### src/rtl/lm_pkg.sv
package lm_pkg;
    localparam int unsigned DW = 32;
    localparam int unsigned AW = 8;

    localparam logic [AW-1:0] OFF_CTRL   = 8'h04;
    localparam logic [AW-1:0] OFF_STAT   = 8'h08;
    localparam logic [AW-1:0] OFF_MASK   = 8'h0C;
    localparam logic [AW-1:0] OFF_WLEN   = 8'h10;
    localparam logic [AW-1:0] OFF_LOW    = 8'h14;
    localparam logic [AW-1:0] OFF_HIGH   = 8'h18;
    localparam logic [AW-1:0] OFF_CH_CYC = 8'h28;
    localparam logic [AW-1:0] OFF_CH_ACC = 8'h2C;
    localparam int unsigned   CH_STRIDE  = 20;

    localparam int unsigned CTRL_W     = 5;
    localparam int unsigned CB_TIMER   = 0;
    localparam int unsigned CB_MONITOR = 3;
    localparam logic [CTRL_W-1:0] CTRL_IMPL = 5'b11101;
endpackage

### src/rtl/lm_window_timer.sv
module lm_window_timer #(
    parameter int unsigned CNT_W = 32
) (
    input  logic             clk,
    input  logic             rst_n,
    input  logic             run,
    input  logic [CNT_W-1:0] win_len,
    output logic             win_end,
    output logic [CNT_W-1:0] cyc_now
);
    typedef struct packed {
        logic [CNT_W-1:0] cnt;
    } tmr_t;

    tmr_t st_q, st_d;
    logic [CNT_W-1:0] nxt;

    always_comb begin
        st_d    = st_q;
        nxt     = st_q.cnt + 1'b1;
        win_end = run && (nxt >= win_len);
        cyc_now = nxt;
        if (!run || win_end) begin
            st_d.cnt = '0;
        end else begin
            st_d.cnt = nxt;
        end
    end

    always_ff @(posedge clk) begin
        if (!rst_n) begin
            st_q <= '0;
        end else begin
            st_q <= st_d;
        end
    end
endmodule

### src/rtl/lm_chan_meter.sv
module lm_chan_meter #(
    parameter int unsigned CNT_W = 32
) (
    input  logic             clk,
    input  logic             rst_n,
    input  logic             run,
    input  logic             win_end,
    input  logic             burst,
    input  logic [CNT_W-1:0] cyc_now,
    input  logic [CNT_W-1:0] lo_thr,
    input  logic [CNT_W-1:0] hi_thr,
    output logic [CNT_W-1:0] lat_acc,
    output logic [CNT_W-1:0] lat_cyc,
    output logic             over_evt,
    output logic             below_evt
);
    typedef struct packed {
        logic [CNT_W-1:0] acc;
        logic [CNT_W-1:0] lat_acc;
        logic [CNT_W-1:0] lat_cyc;
    } meter_t;

    meter_t st_q, st_d;
    logic [CNT_W-1:0] acc_now;
    logic [CNT_W-1:0] inc;

    always_comb begin
        st_d      = st_q;
        inc       = '0;
        inc[0]    = burst;
        acc_now   = st_q.acc + inc;
        over_evt  = win_end && (acc_now > hi_thr);
        below_evt = win_end && (acc_now < lo_thr);
        if (!run || win_end) begin
            st_d.acc = '0;
        end else begin
            st_d.acc = acc_now;
        end
        if (win_end) begin
            st_d.lat_acc = acc_now;
            st_d.lat_cyc = cyc_now;
        end
    end

    assign lat_acc = st_q.lat_acc;
    assign lat_cyc = st_q.lat_cyc;

    always_ff @(posedge clk) begin
        if (!rst_n) begin
            st_q <= '0;
        end else begin
            st_q <= st_d;
        end
    end
endmodule

### src/rtl/lm_regfile.sv
module lm_regfile
    import lm_pkg::*;
#(
    parameter int unsigned NCH   = 2,
    parameter int unsigned CNT_W = 32,
    localparam int unsigned SW   = 2 * NCH
) (
    input  logic                      clk,
    input  logic                      rst_n,
    input  logic [AW-1:0]             bus_addr,
    input  logic                      bus_wen,
    input  logic [DW-1:0]             bus_wdata,
    output logic [DW-1:0]             bus_rdata,
    input  logic [NCH-1:0]            over_evt,
    input  logic [NCH-1:0]            below_evt,
    input  logic [NCH-1:0][CNT_W-1:0] lat_acc,
    input  logic [NCH-1:0][CNT_W-1:0] lat_cyc,
    output logic                      run,
    output logic [CNT_W-1:0]          win_len,
    output logic [CNT_W-1:0]          lo_thr,
    output logic [CNT_W-1:0]          hi_thr,
    output logic [CTRL_W-1:0]         ctrl_q,
    output logic [SW-1:0]             mask_q,
    output logic [SW-1:0]             status_q,
    output logic                      irq
);
    typedef struct packed {
        logic [CTRL_W-1:0] ctrl;
        logic [SW-1:0]     mask;
        logic [SW-1:0]     status;
        logic [CNT_W-1:0]  wlen;
        logic [CNT_W-1:0]  lo;
        logic [CNT_W-1:0]  hi;
    } regs_t;

    regs_t st_q, st_d;
    logic [SW-1:0] set_v;
    logic [SW-1:0] clr_v;
    logic [DW-1:0] rd;

    always_comb begin
        st_d  = st_q;
        set_v = '0;
        clr_v = '0;
        for (int i = 0; i < NCH; i++) begin
            set_v[2*i]   = below_evt[i];
            set_v[2*i+1] = over_evt[i];
        end
        if (bus_wen) begin
            unique case (bus_addr)
                OFF_CTRL: begin
                    for (int b = 0; b < CTRL_W; b++) begin
                        if (bus_wdata[16+b]) begin
                            st_d.ctrl[b] = bus_wdata[b];
                        end
                    end
                    st_d.ctrl = st_d.ctrl & CTRL_IMPL;
                end
                OFF_STAT: clr_v     = bus_wdata[SW-1:0];
                OFF_MASK: st_d.mask = bus_wdata[SW-1:0];
                OFF_WLEN: st_d.wlen = bus_wdata[CNT_W-1:0];
                OFF_LOW:  st_d.lo   = bus_wdata[CNT_W-1:0];
                OFF_HIGH: st_d.hi   = bus_wdata[CNT_W-1:0];
                default: ;
            endcase
        end
        st_d.status = (st_q.status & ~clr_v) | set_v;
    end

    always_comb begin
        rd = '0;
        unique case (bus_addr)
            OFF_CTRL: rd[CTRL_W-1:0] = st_q.ctrl;
            OFF_STAT: rd[SW-1:0]     = st_q.status;
            OFF_MASK: rd[SW-1:0]     = st_q.mask;
            OFF_WLEN: rd[CNT_W-1:0]  = st_q.wlen;
            OFF_LOW:  rd[CNT_W-1:0]  = st_q.lo;
            OFF_HIGH: rd[CNT_W-1:0]  = st_q.hi;
            default: begin
                for (int i = 0; i < NCH; i++) begin
                    if (bus_addr == AW'(int'(OFF_CH_CYC) + i * CH_STRIDE)) begin
                        rd[CNT_W-1:0] = lat_cyc[i];
                    end
                    if (bus_addr == AW'(int'(OFF_CH_ACC) + i * CH_STRIDE)) begin
                        rd[CNT_W-1:0] = lat_acc[i];
                    end
                end
            end
        endcase
    end

    assign bus_rdata = rd;
    assign run       = st_q.ctrl[CB_TIMER] & st_q.ctrl[CB_MONITOR];
    assign win_len   = st_q.wlen;
    assign lo_thr    = st_q.lo;
    assign hi_thr    = st_q.hi;
    assign ctrl_q    = st_q.ctrl;
    assign mask_q    = st_q.mask;
    assign status_q  = st_q.status;
    assign irq       = |(st_q.status & ~st_q.mask);

    always_ff @(posedge clk) begin
        if (!rst_n) begin
            st_q      <= '0;
            st_q.mask <= '1;
        end else begin
            st_q <= st_d;
        end
    end
endmodule

### src/rtl/memload_monitor.sv
module memload_monitor
    import lm_pkg::*;
#(
    parameter int unsigned NCH   = 2,
    parameter int unsigned CNT_W = 32
) (
    input  logic           clk,
    input  logic           rst_n,
    input  logic [AW-1:0]  bus_addr,
    input  logic           bus_wen,
    input  logic [DW-1:0]  bus_wdata,
    output logic [DW-1:0]  bus_rdata,
    input  logic [NCH-1:0] chan_burst,
    output logic           irq
);
    localparam int unsigned SW = 2 * NCH;

    logic                      run;
    logic                      win_end;
    logic [CNT_W-1:0]          win_len;
    logic [CNT_W-1:0]          cyc_now;
    logic [CNT_W-1:0]          lo_thr;
    logic [CNT_W-1:0]          hi_thr;
    logic [NCH-1:0]            over_evt;
    logic [NCH-1:0]            below_evt;
    logic [NCH-1:0][CNT_W-1:0] lat_acc;
    logic [NCH-1:0][CNT_W-1:0] lat_cyc;
    logic [CTRL_W-1:0]         ctrl_q;
    logic [SW-1:0]             mask_q;
    logic [SW-1:0]             status_q;

    lm_window_timer #(.CNT_W(CNT_W)) u_timer (
        .clk     (clk),
        .rst_n   (rst_n),
        .run     (run),
        .win_len (win_len),
        .win_end (win_end),
        .cyc_now (cyc_now)
    );

    for (genvar i = 0; i < NCH; i++) begin : g_chan
        lm_chan_meter #(.CNT_W(CNT_W)) u_meter (
            .clk       (clk),
            .rst_n     (rst_n),
            .run       (run),
            .win_end   (win_end),
            .burst     (chan_burst[i]),
            .cyc_now   (cyc_now),
            .lo_thr    (lo_thr),
            .hi_thr    (hi_thr),
            .lat_acc   (lat_acc[i]),
            .lat_cyc   (lat_cyc[i]),
            .over_evt  (over_evt[i]),
            .below_evt (below_evt[i])
        );
    end

    lm_regfile #(.NCH(NCH), .CNT_W(CNT_W)) u_regs (
        .clk       (clk),
        .rst_n     (rst_n),
        .bus_addr  (bus_addr),
        .bus_wen   (bus_wen),
        .bus_wdata (bus_wdata),
        .bus_rdata (bus_rdata),
        .over_evt  (over_evt),
        .below_evt (below_evt),
        .lat_acc   (lat_acc),
        .lat_cyc   (lat_cyc),
        .run       (run),
        .win_len   (win_len),
        .lo_thr    (lo_thr),
        .hi_thr    (hi_thr),
        .ctrl_q    (ctrl_q),
        .mask_q    (mask_q),
        .status_q  (status_q),
        .irq       (irq)
    );
endmodule

### config.mk
export PLATFORM = sky130hd
export DESIGN_NAME = memload_monitor
export DESIGN_NICKNAME = d
export VERILOG_FILES = /design/src/rtl/lm_pkg.sv /design/src/rtl/lm_window_timer.sv /design/src/rtl/lm_chan_meter.sv /design/src/rtl/lm_regfile.sv /design/src/rtl/memload_monitor.sv
export SDC_FILE = /design/constraint.sdc
export NUM_CORES = 1
export LEC_CHECK = 0
export BUFFER_PORTS_ARGS = -buffer_cell sky130_fd_sc_hd__buf_2
export CORE_ASPECT_RATIO = 1.4
export CORE_MARGIN = 2
export CORE_UTILIZATION = 61
export CTS_BUF_LIST = sky130_fd_sc_hd__clkbuf_16
export CTS_CLUSTER_SIZE = 14
export DETAILED_ROUTE_END_ITERATION = 12
export PLACE_DENSITY = 0.78
export SLEW_MARGIN = 25
export SYNTH_ARGS = -nofsm -noshare
export SYNTH_HDL_FRONTEND = slang
export SYNTH_SLANG_ARGS = --single-unit
### constraint.sdc
create_clock -name clk -period 4.19 [get_ports clk]
set_input_delay 0.419 -clock clk [delete_from_list [all_inputs] [get_ports clk]]
set_output_delay 0.419 -clock clk [all_outputs]
set_load 0.01 [all_outputs]
# Word level (Yosys, flattened, before mapping)
# Cells that the tools add are included.
# totals
reg_bits	300
output_inout_bits	33
wordCells	68
# op_classes
n_addsub	3
order_cmp	5
eq_ne	10
mux	9
bitwise	7
reduce_logical	19
# op_table
cell	count
two-way mux 32 bit	4
case mux 27 bit (4 select lines)	1
adder 32 x 1 -> 32 bit	2
> comparator 32 bit	2
less-than comparator 32 bit	2
adder 32 x 1 -> 32 bit, second input constant	1
greater-or-equal comparator 32 bit	1
== test 8 x 5 -> 1 bit, second input constant	3
== test 8 x 6 -> 1 bit, second input constant	3
case mux 4 bit (6 select lines)	1
== test 8 x 4 -> 1 bit, second input constant	2
AND reduction 3 bit	4
bitwise AND 4 bit	2
== test 8 x 3 -> 1 bit, second input constant	1
== test 8 x 7 -> 1 bit, second input constant	1
two-way mux 4 bit	2
NOT 4 bit	2
AND reduction 2 bit	4
logical AND 1 bit	5
case mux 1 bit (5 select lines)	1
OR 4 bit	1
OR reduction 2 bit	2
OR reduction 4 bit	1
OR reduction 3 bit	1
other kinds (4)	4

# Logic depth before layout (Yosys ltp)
# Gate-level depths: netlist of run 1.
# depth
ltp_word	6
ltp_mapped	18
depth_no_buf	15

# Cells and area by module
# A second synthesis of run 1 with hierarchy kept.
# hier_totals
hier_cells	2476
hier_area_um2	20274.4
# modules_own_cells
module	n_inst	cells_per_inst	area_per_inst_um2	seq_area_each_um2
lm_regfile	1	831	6347.3	2162.1
lm_chan_meter at g_chan[1].u_meter	1	687	5743.0	1921.8
lm_chan_meter at g_chan[0].u_meter	1	678	5738.0	1921.8
lm_window_timer	1	280	2446.1	640.6

# Worst setup path after synthesis of run 1
# No wires, ideal clock.
# synth_path
path_type	flip-flop to flip-flop
startpoint	register u_timer.st_q[2] (netlist bit)
endpoint	register g_chan[1].u_meter.st_q[75] (netlist bit)
arrival_ns	3.484
t_required_ns	4.128
setup_slack_ns	0.645
stages_incl_launch_ff	17
n_path_buf	4
synth_period_minus_slack_ns	3.545
path_cell_list	dfxtp_1 -> and4_1 -> and4_1 -> nor2b_1 -> buf_2 -> nand4_1 -> xnor2_1 -> ha_1 -> a21o_1 -> a221o_1 -> a221oi_2 -> o21ai_1 -> or3_1 -> buf_6 -> buf_12 -> buf_12 -> nor2b_4
# synth_via
elab_chain_cells	5
# synth_rtl
item	line	rtl
start: declaration	lm_window_timer.sv:15	tmr_t st_q, st_d;
start signal: assignment	lm_window_timer.sv:34	st_q <= st_d;
adder 32 x 1 -> 32 bit	lm_window_timer.sv:20	nxt = st_q.cnt + 1'b1;
named net cyc_now[25]	memload_monitor.sv:21	logic [CNT_W-1:0] cyc_now;
greater-or-equal comparator 32 bit	lm_window_timer.sv:21	win_end = run && (nxt >= win_len);
logical AND 1 bit	lm_window_timer.sv:21	
logical OR 1 bit	lm_chan_meter.sv:34	if (!run || win_end) begin
OR reduction 2 bit (no line)	--	
end signal: assignment	lm_chan_meter.sv:52	st_q <= st_d;
end: declaration	lm_chan_meter.sv:23	meter_t st_q, st_d;
# The timed path passes the listed nets, and every way through them passes these cells.
# A chain may end at the register's enable or synchronous reset.

# Worst setup path in the final report of run 1
# layout_path
startpoint	register u_timer.st_q[2] (netlist bit)
endpoint	register u_regs.st_q, in the netlist u_regs.status_q[0]
# layout_via
elab_chain_cells	5
# layout_rtl
item	line	rtl
adder 32 x 1 -> 32 bit	lm_window_timer.sv:20	
named net cyc_now[15]	memload_monitor.sv:21	
greater-or-equal comparator 32 bit	lm_window_timer.sv:21	
logical AND 1 bit	lm_window_timer.sv:21	
logical AND 1 bit	lm_chan_meter.sv:33	below_evt = win_end && (acc_now < lo_thr);
OR 4 bit	lm_regfile.sv:67	st_d.status = (st_q.status & ~clr_v) | set_v;
end signal: assignment	lm_regfile.sv:107	st_q <= st_d;
end: declaration	lm_regfile.sv:36	regs_t st_q, st_d;
# The timed path passes the listed nets, and every way through them passes these cells.

==> impl_metrics.json, run 1 <==
{
  "status": "finished clean",
  "regToRegStartpoint": "u_timer.st_q[2]$_SDFF_PP0_",
  "grt_pass1_wl_mm": 77.4,
  "clk_pin_slew_worst_paths_ns": 0.06,
  "cts_max_level": 1,
  "final_hold_viol_count": 0,
  "r2r_slack_ns": 0.23,
  "nets": 2201,
  "maxSlewViolCount": 0,
  "rows": 72,
  "worstSkewPairLatency_ns": 0.58,
  "drive_above_1_share": 0.125,
  "synth_common_cells": "dfxtp_1 (300), nand2_1 (293), ha_1 (163), nor2b_1 (157), inv_1 (109)",
  "drt_iter0_markers": 1209,
  "drt.antenna.violating_nets": 0,
  "end_kind": "flop",
  "dieArea_sq_mm": 0.0293,
  "critPathLaunchType": "flop",
  "avgSynthCellArea_sq_um": 8.93,
  "holdCritPathClass": "in -> reg",
  "place_hpwl_mm": 37.2,
  "dr.pass1.iters": 7,
  "yosysMostFrequentCell": "dfxtp_1",
  "fin_crit_sh": 0.944,
  "power_w": 0.00556,
  "numPortBuffers": 77,
  "routed_wl_mm": 49.3,
  "p_per_area_mw_per_mm2": 293,
  "required_ns": 4.71,
  "fp.dieW_um": 145,
  "slowest_stage": "nor4_4",
  "ys_types": 58,
  "synth_top_area_share": 0.352,
  "cp_cell_sequence": "and4_4, and4_4, nor2b_1, buf_4, and3_1, nand3_1, xnor2_2, ha_1, nand4_1, nor3_2, a211oi_1, a311oi_2, o211ai_1, buf_4, buf_12, nor4_4, o21a_1",
  "irDropWorstVdd_uv": 362,
  "cts_setup_buffers": 0,
  "synth-main-ff-cell": "dfxtp_1",
  "cap_violations": 0,
  "hp-start": "bus_wdata[24]",
  "fmax_ghz": 0.253,
  "numCtsBuffers": 31,
  "grt_usage": 0.333,
  "syn_inst": 1910,
  "core_sq_mm": 0.0276,
  "r2r_end": "u_regs.status_q[0]$_SDFF_PN0_",
  "cts-hold-fix-buffers": 0,
  "overflow": 0,
  "cellLeakagePower_nw": 8.09,
  "cts_tree": "done",
  "chipHeight_um": 202,
  "synthArstFlopShare": 0,
  "synth_edf_count": 0,
  "area_delta_synth_final_pct": 11.3,
  "initial_utilization": 0.619,
  "routed_via_density": 6.07,
  "cts_sinks": 300,
  "worst-path-max-fanout": 33,
  "fin_skew_ns": 0.0139,
  "finalSetupViolations": 0,
  "diodes": 0,
  "post-route-min-period_ns": 3.96,
  "synth.net_count": 2118,
  "relSlewSlack": 0.357,
  "drc": 0,
  "cts-root-buf": "clkbuf_16",
  "cts_buffer_depth": 3,
  "holdPathEnd": "u_regs.lo_thr[24]$_SDFFE_PN0P_",
  "grt_pass1_vias": 14680,
  "antenna_found_initial": 0,
  "synth.cell_area_sq_mm": 0.0171,
  "tightestPinTransition_ns": 0.965,
  "yosysSeqAreaShare": 0.352,
  "synth_seq_cells": 300,
  "reg2reg_depth": 17,
  "yosys-top-cells-area": "dfxtp_1 (35%), ha_1 (12%), nand2_1 (6.4%)",
  "ys_warn_count": 0,
  "gp_congestion": 0.989,
  "worstPathArrival_ns": 4.47,
  "grt_max_degree": 91,
  "rsz0062_at_grt": "false",
  "ios": 78,
  "vias": 14484,
  "hold_depth": 3,
  "wl_per_cell_um": 20.7,
  "dp_slack_ns": -0.231,
  "max_stage_delay_ns": 0.41,
  "critPathKind": "reg -> reg",
  "worst_slack_ns": 0.233,
  "yosysTopAreaCell": "dfxtp_1"
}
==> routing by layer <==
| metal | track usage | up-vias | wire [um] |
|---|---|---|---|
| met5 | 0 | - | 0 |
| met4 | 0.262 | 0 | 4570 |
| met3 | 0.0458 | 230 | 2810 |
| met2 | 0.587 | 588 | 24000 |
| met1 | 0.358 | 6842 | 17900 |
| li1 | - | 6824 | - |
==> worst max-delay path: cells and delay by family (launching register included) <==
| kind | cells | cell delay [ns] |
|---|---|---|
| AND/OR/NAND/NOR | 8 | 1.71 |
| AO/OA/AOI/OAI | 4 | 0.73 |
| buffers and inverters | 3 | 0.56 |
| flip-flops | 1 | 0.37 |
| adder cells (fa/ha/maj) | 1 | 0.31 |
| XOR/XNOR | 1 | 0.19 |
==> report_power, final <==
group | internal [W] | switching, W
registers | 0.00285 | 0.00000121
logic | 0.0000537 | 0.0000849
clock network | 0.00140 | 0.00117
==> registers in the layout, indices dropped and copies added, names as in the netlist <==
name	flops
g_chan.u_meter.lat_acc	64
g_chan.u_meter.lat_cyc	32
g_chan.u_meter.st_q	64
u_regs.ctrl_q	4
u_regs.hi_thr	32
u_regs.lo_thr	32
u_regs.mask_q	4
u_regs.status_q	4
u_regs.win_len	32
u_timer.st_q	32
==> what timing repair did <==
item	CTS	global route
hold endpoints to repair	0	0
pin swaps	0	4
resized for setup	6	11
endpoints found under the setup margin	3	173
==> cell usage in the layout (no fill, tap or decap), types with 64 or more instances in the layout <==
cell	instances
dfxtp_1	297
buf_4	66
xnor2_1	64
inv_1	116
nand2_1	293
buf_2	76
mux2i_1	96
nor2b_1	157
nand3_1	77
a21boi_0	101
ha_1	162
==> through the flow <==
step / instances / hold slack [ns] / utilization / TNS (ns) / cell area [sq um]
3_5_place_dp: 2330 / 0.460 / 0.653 / -0.446 / 18000
2_1_floorplan: 1910 / 0.443 / - / 0 / 17100
3_3_place_gp: 2330 / 0.453 / 0.653 / -0.108 / 18000
5_1_grt: 2385 / 0.121 / 0.689 / 0 / 19000
6_report: 2385 / 0.123 / 0.689 / 0 / 19000
4_1_cts: 2385 / 0.110 / 0.688 / 0 / 19000
==> worst max path at each step <==
| stage | from | endpoint | cells after the start |
|---|---|---|---|
| finish | u_timer.st_q[2]$_SDFF_PP0_ | u_regs.status_q[0]$_SDFF_PN0_ | 17 |
| global route | u_timer.st_q[0]$_SDFF_PP0_ | g_chan[0].u_meter.lat_acc[18]$_SDFFE_PN0P_ | 16 |
| CTS | u_timer.st_q[3]$_SDFF_PP0_ | u_regs.status_q[0]$_SDFF_PN0_ | 17 |
| detailed placement | u_timer.st_q[3]$_SDFF_PP0_ | u_regs.status_q[0]$_SDFF_PN0_ | 17 |
| global placement | u_timer.st_q[2]$_SDFF_PP0_ | u_regs.status_q[0]$_SDFF_PN0_ | 17 |
| floorplan | u_timer.st_q[2]$_SDFF_PP0_ | g_chan[1].u_meter.st_q[75]$_SDFF_PP0_ | 16 |
==> kinds of logic after synthesis <==
logic type,Yosys count,share of synthesized area
DFF,300,0.352
AOI/OAI and AO/OA,320,0.139
buffers and inverters,208,0.0562
muxes,97,0.0570
xor gates and xnor gates,91,0.0467
and+or+nand+nor,731,0.230
adders and majority gates,163,0.120
==> final cells by class <==
class	instances	area (sq um)
clock inverters	24	151
well taps	370	463
multi-input cells	1402	10200
inverters	109	409
fillers	2227	8570
repair buffers	149	1010
flip-flops and latches	300	6010
clock buffers	31	776
No activity file was read; power rests on OpenSTA's default activity.
==> run 2, diff against run 1 <==
GPL_TIMING_DRIVEN = 0   (was default)
==> run 2 against run 1 <==
  * Sequential power barely moved
  * Via count rose by 0.95%
  * Non-clock buffer count rose by 31
  * Combinational power rose by 9%
  * Routed wire length rose by 6.9%
  * Register-to-register slack got worse by 0.16 ns
  * Clock skew rose by 0.00093 ns
  * Die area did not move
  * Global-route usage rose by 1.8 points
  * Largest cell class unchanged
==> impl_metrics.json, run 2 (synthesis gave the netlist of run 1 again) <==
{
  "status": "finished clean",
  "postPlaceCellArea_sq_mm": 0.0179,
  "cellLeakagePower_nw": 8.04,
  "fin_crit_sh": 0.982,
  "grt_pass1_wl_mm": 79.9,
  "overflow": 0,
  "vias": 14621,
  "fp.dieW_um": 145,
  "drive_above_1_share": 0.111,
  "area_delta_synth_final_pct": 11.9,
  "mostFrequentLayoutCell": "dfxtp_1",
  "stdcell_area_sq_mm": 0.0191,
  "critPathLaunchType": "flop",
  "numPortBuffers": 75,
  "tightestPinTransition_ns": 1.04,
  "holdCritPathClass": "in -> reg",
  "diodes": 0,
  "reg2reg_depth": 18,
  "max_stage_delay_ns": 0.43,
  "clk_pin_slew_worst_paths_ns": 0.06,
  "r2r_slack_ns": 0.07,
  "fillCellCount": 2294,
  "routed_via_density": 6.05,
  "required_ns": 4.73,
  "regToRegStartpoint": "u_timer.st_q[3]$_SDFF_PP0_",
  "routed_wl_mm": 52.7,
  "drc": 0,
  "grt_pass1_vias": 14392,
  "rows": 72,
  "irDropWorstVdd_uv": 336,
  "worst_slack_ns": 0.0738,
  "final_cells": 2415,
  "numCtsBuffers": 30,
  "final_hold_viol_count": 0,
  "layout_common_cells": "dfxtp_1 (296), nand2_1 (293), ha_1 (162), nor2b_1 (156), inv_1 (112)",
  "cp_cell_sequence": "and4_4, and4_4, nor2b_4, buf_6, and3_4, nand3_2, xnor2_2, ha_1, nand4_1, nor3_2, o211ai_1, a311oi_2, o211ai_1, buf_4, buf_6, buf_8, nor4_4, o21a_1",
  "drt_iter0_markers": 1394,
  "end_kind": "flop",
  "register_area_sq_mm": 0.00601,
  "worstPathArrival_ns": 4.65,
  "cts_sinks": 300,
  "cts-root-buf": "clkbuf_16",
  "fmax_ghz": 0.243,
  "path_delay_family": "simple AND/OR/NAND/NOR gates",
  "holdPathEnd": "u_regs.lo_thr[26]$_SDFFE_PN0P_",
  "hold_depth": 3,
  "core_sq_mm": 0.0276,
  "power_w": 0.00568,
  "antenna_found_initial": 0,
  "dp_slack_ns": -0.627,
  "cap_violations": 0,
  "cts_tree": "done",
  "worst-path-buf-inv": 4,
  "nets": 2231,
  "dp_cells": 2355,
  "critPathKind": "reg -> reg",
  "cts_max_level": 1,
  "initial_utilization": 0.619,
  "place_hpwl_mm": 41.4,
  "grt_usage": 0.351,
  "ios": 78,
  "r2r_end": "u_regs.status_q[0]$_SDFF_PN0_",
  "fin_skew_ns": 0.0148,
  "cts_buffer_depth": 3,
  "multi_input_area_sq_mm": 0.0102,
  "dieArea_sq_mm": 0.0293,
  "maxSlewViolCount": 0,
  "worstSkewPairLatency_ns": 0.59,
  "chipHeight_um": 202,
  "cts-hold-fix-buffers": 0,
  "worst-path-max-fanout": 10,
  "hp-start": "bus_wdata[26]",
  "grt_max_degree": 16,
  "p_per_area_mw_per_mm2": 298,
  "slowest_stage": "nor4_4",
  "relSlewSlack": 0.300,
  "post-route-min-period_ns": 4.12,
  "finalSetupViolations": 0,
  "wl_per_cell_um": 21.8,
  "drt.antenna.violating_nets": 0,
  "gp_congestion": 1.03,
  "dr.pass1.iters": 12
}
## run 2: cell count changes in the layout (fill, tap and decap cells not counted), sizes merged
| cell | delta |
|---|---|
| clkbuf | +64 |
| buf | -35 |
| inv | -5 |
| bufinv | +2 |
| clkinvlp | +2 |
| clkdlybuf4s15 | +1 |
| clkinv | +1 |
## run 2: worst max-delay path by stage
stage                                               start                                    endpoint  slack, ns  cells after the start
finish                         u_timer.st_q[3]$_SDFF_PP0_               u_regs.status_q[0]$_SDFF_PN0_       0.07                     18
global route                  u_timer.st_q[11]$_SDFF_PP0_  g_chan[1].u_meter.lat_cyc[15]$_SDFFE_PN0P_      -0.07                     18
CTS                 g_chan[0].u_meter.st_q[64]$_SDFF_PP0_               u_regs.status_q[1]$_SDFF_PN0_       0.02                     13
detailed placement             u_timer.st_q[0]$_SDFF_PP0_               u_regs.status_q[2]$_SDFF_PN0_      -0.63                     16
global placement               u_timer.st_q[0]$_SDFF_PP0_               u_regs.status_q[2]$_SDFF_PN0_      -0.52                     16
floorplan                      u_timer.st_q[2]$_SDFF_PP0_       g_chan[1].u_meter.st_q[75]$_SDFF_PP0_       0.64                     16
## run 2: power by group
part           internal [W]  switching (W)
sequential          0.00285     0.00000145
combinational     0.0000557      0.0000960
clock               0.00148        0.00120
total               0.00439        0.00129
## run 2: routing by layer
| layer | track usage | wire length [um] |
|---|---|---|
| met3 | 0.0460 | 3520 |
| met2 | 0.596 | 24800 |
| met1 | 0.400 | 19500 |
| met5 | 0 | 0 |
| met4 | 0.273 | 4830 |
## run 2: through the flow
step | utilization | TNS [ns] | hold WS [ns]
after detailed placement | 0.649 | -37.21 | 0.462
after floorplan | - | 0 | 0.443
after global placement | 0.649 | -10.01 | 0.457
after global routing | 0.693 | -0.294 | 0.119
final | 0.693 | 0 | 0.112
after CTS | 0.686 | 0 | 0.104
## run 2: timing repair
action | 4_1_cts | 5_1_grt
setup buffers | 0 | 6
setup endpoints to repair | 196 | 195
cloned | 0 | 2
pin swaps | 2 | 11
gates resized for setup | 14 | 31
## run 2: worst reg2reg max path: stages (launching register included)
cell and delay [ns]:
dfxtp_2 0.36, and4_4 0.25, and4_4 0.25, nor2b_4 0.19, buf_6 0.15, and3_4 0.20, nand3_2 0.10, xnor2_2 0.17
ha_1 0.30, nand4_1 0.13, nor3_2 0.28, o211ai_1 0.18, a311oi_2 0.30, o211ai_1 0.17, buf_4 0.16, buf_6 0.14
buf_8 0.17, nor4_4 0.44, o21a_1 0.16
## run 2: area by class of cell
class,instances,area share
Clock inverter,24,0.0104
Buffer,97,0.0300
Inverter,109,0.0214
Clock buffer,30,0.0393
Timing Repair Buffer,83,0.0230
Multi-Input combinational cell,1402,0.537
Tap cell,370,0.0242
Sequential cell,300,0.315
